<file path="src/rtl/cfgword_otp.sv">
module cfgword_otp #(
  parameter int W = 32,
  parameter int KW = 16,
  parameter logic [W-1:0] FACTORY = 32'hFFFF_FFFE,
  parameter logic [W-1:0] RSV_MASK = 32'h7FFF_00EC,
  parameter logic [KW-1:0] FIXED_KEY = 16'hA442,
  parameter int LOCK_BIT = 31,
  parameter int DBG_ON_BIT = 1,
  parameter int DBG_OFF_BIT = 0,
  parameter int KEYSEL_BIT = 4
) (
  input  logic          clk,
  input  logic          por_n,
  input  logic          sys_rst_n,
  input  logic          wr_en,
  input  logic [W-1:0]  wr_data,
  input  logic          commit,
  output logic [W-1:0]  rd_data,
  output logic          commit_err,
  output logic          dbg_en,
  output logic          fixed_key_sel,
  input  logic          key_valid,
  input  logic [KW-1:0] key_in,
  input  logic [KW-1:0] user_key,
  output logic          key_ok,
  output logic          key_bad
);
  localparam logic [W-1:0] LOCK_M = {{(W-1){1'b0}}, 1'b1} << LOCK_BIT;

  logic [W-1:0] nv_q = FACTORY;
  logic [W-1:0] act_q, clr_q, stage;
  logic         err_q, ok_q, bad_q, run, wr_ok, match;

  assign run   = por_n && sys_rst_n;
  assign stage = act_q & ~clr_q;
  assign wr_ok = ((wr_data & ~stage) == '0) && ((wr_data & RSV_MASK) == RSV_MASK);
  assign match = act_q[KEYSEL_BIT] ? (key_in == FIXED_KEY)
                                   : (key_in == user_key && key_in != FIXED_KEY);

  always_ff @(posedge clk)
    if (run && commit && nv_q[LOCK_BIT]) nv_q <= stage & ~LOCK_M;

  always_ff @(posedge clk)
    if (!por_n) act_q <= nv_q;

  always_ff @(posedge clk) begin
    if (!run) begin
      clr_q <= '0;
      err_q <= 1'b0;
      ok_q  <= 1'b0;
      bad_q <= 1'b0;
    end else begin
      if (wr_en && wr_ok) clr_q <= ~wr_data;
      if (wr_en && !wr_ok) err_q <= 1'b1;
      ok_q  <= key_valid && match;
      bad_q <= key_valid && !match;
    end
  end

  assign rd_data       = act_q;
  assign commit_err    = err_q;
  assign dbg_en        = act_q[DBG_ON_BIT] && !act_q[DBG_OFF_BIT];
  assign fixed_key_sel = act_q[KEYSEL_BIT];
  assign key_ok        = ok_q;
  assign key_bad       = bad_q;


  act_hold_chk: assert property (@(posedge clk) disable iff (!por_n)
    $past(por_n) |-> $stable(act_q));


  stage_clear_only_chk: assert property (@(posedge clk) disable iff (!por_n || !sys_rst_n)
    run |=> ((stage & ~$past(stage)) == '0));


  lock_hold_chk: assert property (@(posedge clk) disable iff (!por_n)
    !nv_q[LOCK_BIT] |=> $stable(nv_q));


  rsv_keep_chk: assert property (@(posedge clk) disable iff (!por_n)
    (nv_q & RSV_MASK) == RSV_MASK);


  one_pulse_chk: assert property (@(posedge clk) disable iff (!por_n || !sys_rst_n)
    !(key_ok && key_bad));
endmodule

</file>
<file path="config.mk">
export PLATFORM = sky130hd
export DESIGN_NAME = cfgword_otp
export DESIGN_NICKNAME = d
export VERILOG_FILES = /design/src/rtl/cfgword_otp.sv
export SDC_FILE = /design/constraint.sdc
export NUM_CORES = 1
export LEC_CHECK = 0
export ABC_AREA = 1
export ABC_CLOCK_PERIOD_IN_PS = 1800
export BUFFER_PORTS_ARGS = -buffer_cell sky130_fd_sc_hd__buf_2
export CORE_UTILIZATION = 26
export CTS_CLUSTER_DIAMETER = 30
export DETAILED_ROUTE_END_ITERATION = 8
export GPL_TIMING_DRIVEN = 0
export PLACE_DENSITY_LB_ADDON = 0.05
export SETUP_SLACK_MARGIN = 0.3
export SLEW_MARGIN = 20
export SYNTH_ARGS = -nofsm -noshare
export SYNTH_HDL_FRONTEND = slang
export SYNTH_SLANG_ARGS = --single-unit
</file>
<file path="constraint.sdc">
create_clock -name clk -period 1.8 [get_ports clk]
set_input_delay 0.09 -clock clk [delete_from_list [all_inputs] [get_ports clk]]
set_output_delay 0.09 -clock clk [all_outputs]
set_load 0.01 [all_outputs]
</file>
==> results of run 1 <==
[stage by stage]
stage | hold WS (ps) | setup WS, ps | cells
after global placement | 316 | 894 | 225
after CTS | 72.9 | 1020 | 229
after detailed placement | 322 | 902 | 225
after global routing | 88.6 | 983 | 229
final | 80.1 | 1040 | 229
after floorplan | 223 | 1090 | 156
[cells in the final DEF, fill, tap and decap left out]
cell	netlist	final
nor2_1	13	13
dfxtp_1	3	3
conb_1	1	34
inv_1	19	19
nor3_2	1	1
buf_4	34	34
nand3_1	1	1
clkbuf_1	0	1
nand2_1	39	39
o211a_1	1	1
nand3_2	1	1
buf_2	0	39
xnor2_1	8	8
clkbuf_4	0	3
nor2_2	2	2
[state kept, by name, summed over array words and instances (netlist names)]
| signal | cells |
|---|---|
| commit_err | 1 |
| key_bad | 1 |
| key_ok | 1 |
[logic make-up (layout without fill, tap and decap cells)]
logic type / after synthesis / in the layout / share of synthesized area
and+or+nand+nor: 57 / 57 / 0.331
buffers and inverters: 53 / 96 / 0.464
xor gates and xnor gates: 8 / 8 / 0.0996
DFF: 3 / 3 / 0.0854
other: 1 / 34 / 0.00533
AOI/OAI and AO/OA: 1 / 1 / 0.0142
[power breakdown]
group / internal [mW] / switching, mW
clock: 0.0831 / 0.0358
combinational: 0.105 / 0.0917
sequential: 0.0688 / 0.000563
[Yosys cell counts (all sizes together)]
cell	instances
nor2	15
buf	34
o211a	1
dfxtp	3
xnor2	8
nor3	1
inv	19
nand3	2
conb	1
nand2	39
[metal layers]
layer / up-vias / track usage
met5: - / 0
met4: 0 / 0.0128
met3: 0 / 0.0311
met2: 47 / 0.173
met1: 283 / 0.0969
li1: 437 / -
[layout make-up]
class                           instances  area, sq um
Fill cell                             286         1440
Multi-Input combinational cell        100          440
Buffer                                 34          255
Timing Repair Buffer                   39          195
Inverter                               19         71.3
Sequential cell                         3         60.1
Tap cell                               30         37.5
Clock buffer                            4         26.3
[final timing paths]
kind | cells past startpoint | endpoint | from | slack [ps]
worst max-delay path | 1 | commit_err | commit_err | 1040
worst min-delay path | 2 | commit_err | wr_en | 80
worst min register to register | 1 | commit_err | commit_err | 480
worst max register to register | 1 | commit_err | commit_err | 1190
==> flow_summary.toml, run 1 <==
[die]
coreArea_sq_mm = 0.00252
die-area_sq_mm = 0.00292
std_cell_rows = 18
start_util = 0.279
io_pins = 107
die_h_um = 54.0
die_x_um = 54.0

[worst_setup_path]
arrival_ps = 670
cp_max_fo = 2
max_stage_delay_ps = 310
cp_top_family = "flip-flops"
crit_path_cell_trace = "buf_2"
crit_type = "reg -> out"
crit_required_ps = 1710
cp_slowest_cell = "dfxtp_1"
worstSetupEndpointType = "primary output"
startpoint_type = "register"
path_buf_inv = 1

[cells_and_area]
post-route-util = 0.431
nets = 270
diodes = 0
design_area_sq_mm = 0.00109
syn2layout_area_growth_pct = 54.4
drive_gt1_frac = 0.402

[clocking]
clk_path_buf_depth = 2
cts_tree = "built"
cts_buffers = 3
clk_pin_slew_worst_paths_ps = 40
cts-root-buf = "clkbuf_4"
ctsHtreeMaxLevel = 1
post-cts-setup-buffer-count = 0
cts_hold_buffers = 0
cts_sinks = 3
clock_latency_ps = 230
cts_resized = 0

[global_route]
grt_pass1_wl_um = 1970
grt_antenna_before_repair = 0
track_usage = 0.0907
grt_start_max_net_pins = 4
gr-total-overflow = 0
grt_pass1_vias = 554

[synth]
syn_inst = 123
synth_cell_types = 12
synth_seq_area_share = 0.0854
synth_top_cell_by_area = "buf_4"
syn_area_per_cell_sq_um = 5.72
ys_ff_latch = 3
synth_top_area_frac = 0.363
ys.warnings.count = 0
netlist_top_cells_area = "buf_4 36%, nand2_1 21%, inv_1 10%"
syn-cell-area_sq_um = 703

[timing]
hold_viol_final = 0
setup_violations = 0
fmax_mhz = 1320
slew_violations = 0
fin_crit_sh = 0.422
min_period_ps = 759
finalSetupTns_ps = 0
rsz0062_at_grt = "false"
fin_skew_ps = 0

[drt]
vias = 767
avgRoutedWirePerCell_um = 5.88
met2WireLength_um = 591
drt-initial-drc-count = 11
detail_route.first_pass.iterations = 4
dr_wl_met3_um = 233
ant_nets = 0
viasPerCell = 3.35
drc = 0
wirelength_um = 1350
dr.max_layer_used = "met3"
wl_met1_um = 521

[placement]
hpwl_um = 1280
gp_congestion = 0.670
port-buffer-count = 39
place_area_sq_mm = 0.00106

[status]
status = "finished, final reports clean"

[hold_path]
hold_class = "in -> reg"

[job]
cap_violations = 0

[pwr]
irDropWorstVdd_v = 0.000322
total_power_uw = 385
power_density_mw_per_mm2 = 355
leakagePower_nw = 0.739
Note: power is estimated with default switching activity, not from simulation.
==> inputs of run 2 (changes only) <==
Settings changed: ABC_CLOCK_PERIOD_IN_PS 1800 to 800, CORE_UTILIZATION 26 to 24.
Clock period 1.8 ns to 0.8 ns, I/O delays scaled along.
==> run 2 against run 1 <==
Net effect: cell count is 0.87% higher; worst setup slack worse by 940 ps; register-to-register slack lost 1000 ps; critical path depth unchanged; sequential share of layout area shrank 0.83 points; largest cell class unchanged; clock skew did not move.
==> flow_summary.toml, run 2 (synthesis results as in run 1) <==
[pwr]
total_power_mw = 1.01
irDropWorstVdd_v = 0.000819
leakagePower_nw = 0.825
power_density_mw_per_mm2 = 757

[timing]
slew_violations = 0
setup_violations = 0
fin_skew_ps = 0
min_period_ps = 695
finalSetupTns_ps = 0
hold_viol_final = 0
fin_crit_sh = 0.869
fmax_mhz = 1440
rsz0062_at_grt = "true"

[clocking]
clock_latency_ps = 230
cts-root-buf = "clkbuf_4"
cts_tree = "built"
cts_hold_buffers = 0
clk_path_buf_depth = 2
cts_sinks = 3
cts_buffers = 3
clk_pin_slew_worst_paths_ps = 40
ctsHtreeMaxLevel = 1

[cells_and_area]
layout.cells.non_filler = 231
layout_commonest_cell = "nand2_1"
design_area_sq_mm = 0.00133
post-route-util = 0.482
drive_gt1_frac = 0.555
multi_input_area_sq_um = 510
diodes = 0
regArea_sq_um = 62.6
most-common-layout-cells = "36 x nand2_1, 34 x buf_4, 34 x conb_1, 24 x buf_6, 16 x buf_2"
fill_cells = 291
syn2layout_area_growth_pct = 89.1
nets = 271

[worst_setup_path]
crit_required_ps = 760
path_buf_inv = 1
worstSetupEndpointType = "primary output"
r2r_cells = 1
cp_slowest_cell = "dfxtp_2"
max_stage_delay_ps = 310
crit_path_cell_trace = "buf_6"
r2r_slack_ps = 170
cp_max_fo = 2
crit_type = "reg -> out"
cp_top_family = "flip-flops"
path_depth = 1
arrival_ps = 660
startpoint_type = "register"

[drt]
dr_wl_met3_um = 158
drt-initial-drc-count = 14
viasPerCell = 3.40
drc = 0
vias = 785
dr.max_layer_used = "met3"
wirelength_um = 1560
wl_met1_um = 626
avgRoutedWirePerCell_um = 6.74
met2WireLength_um = 773
ant_nets = 0
detail_route.first_pass.iterations = 2

[global_route]
grt_start_max_net_pins = 4
grt_antenna_before_repair = 0
grt_pass1_wl_um = 2410
gr-total-overflow = 0
grt_pass1_vias = 671
track_usage = 0.0931

[die]
die_x_um = 56.1
coreArea_sq_mm = 0.00276
die_h_um = 56.1
std_cell_rows = 19
die-area_sq_mm = 0.00315
start_util = 0.255
io_pins = 107

[status]
status = "finished, final reports clean"

[hold_path]
hold_depth = 2
hold_class = "in -> reg"

[placement]
dpl.cell_count = 226
port-buffer-count = 39
place_area_sq_mm = 0.00109
hpwl_um = 1330
gp_congestion = 0.701

[job]
cap_violations = 0
==> run 2: changes by cell type in the layout (fill, tap and decap cells not counted) <==
cell / delta
inv_4: +3
xnor2_1: -8
inv_1: -16
xnor2_2: +8
nand2_1: -3
inv_8: +1
buf_6: +24
buf_2: -23
inv_2: +12
dfxtp_2: +2
nor2_1: -1
dfxtp_1: -2
nand2_2: +3
nor2_2: +1
==> run 2: final timing paths <==
| check | to | startpoint |
|---|---|---|
| setup / recovery | commit_err | commit_err |
| hold / removal | commit_err | wr_en |
| setup reg to reg | commit_err | commit_err |
| hold reg to reg | commit_err | commit_err |
==> run 2: layer usage <==
metal  vias to the layer above  GRT usage
met5                         -          0
li1                        441          -
met4                         0     0.0314
met2                        44      0.170
met1                       300      0.108
met3                         0     0.0163
==> run 2: final cells by class <==
cell class / count / area share
inverters: 19 / 0.0649
clock buffers: 4 / 0.0198
flip-flops and latches: 3 / 0.0470
well taps: 31 / 0.0292
plain buffers: 34 / 0.192
multi-input cells: 100 / 0.384
repair buffers: 40 / 0.263
==> run 2: stage by stage <==
stage	hold WS [ps]	setup WS, ps
3_3_place_gp	286	-57.1
4_1_cts	39.8	93.6
3_5_place_dp	286	-63.0
2_1_floorplan	166	146
5_1_grt	35.0	89.0
6_report	32.3	105
==> run 2: what timing repair did <==
action	in CTS	in global routing
setup buffers	0	1
endpoints found under the setup margin	6	6
pin swaps	16	24
gates resized for setup	13	42
==> run 2: power breakdown <==
group | switching, mW | internal (mW) | leakage, nW
clock network | 0.0786 | 0.187 | 0.0150
logic | 0.245 | 0.338 | 0.785
registers | 0.00256 | 0.156 | 0.0253
total | 0.326 | 0.681 | 0.825
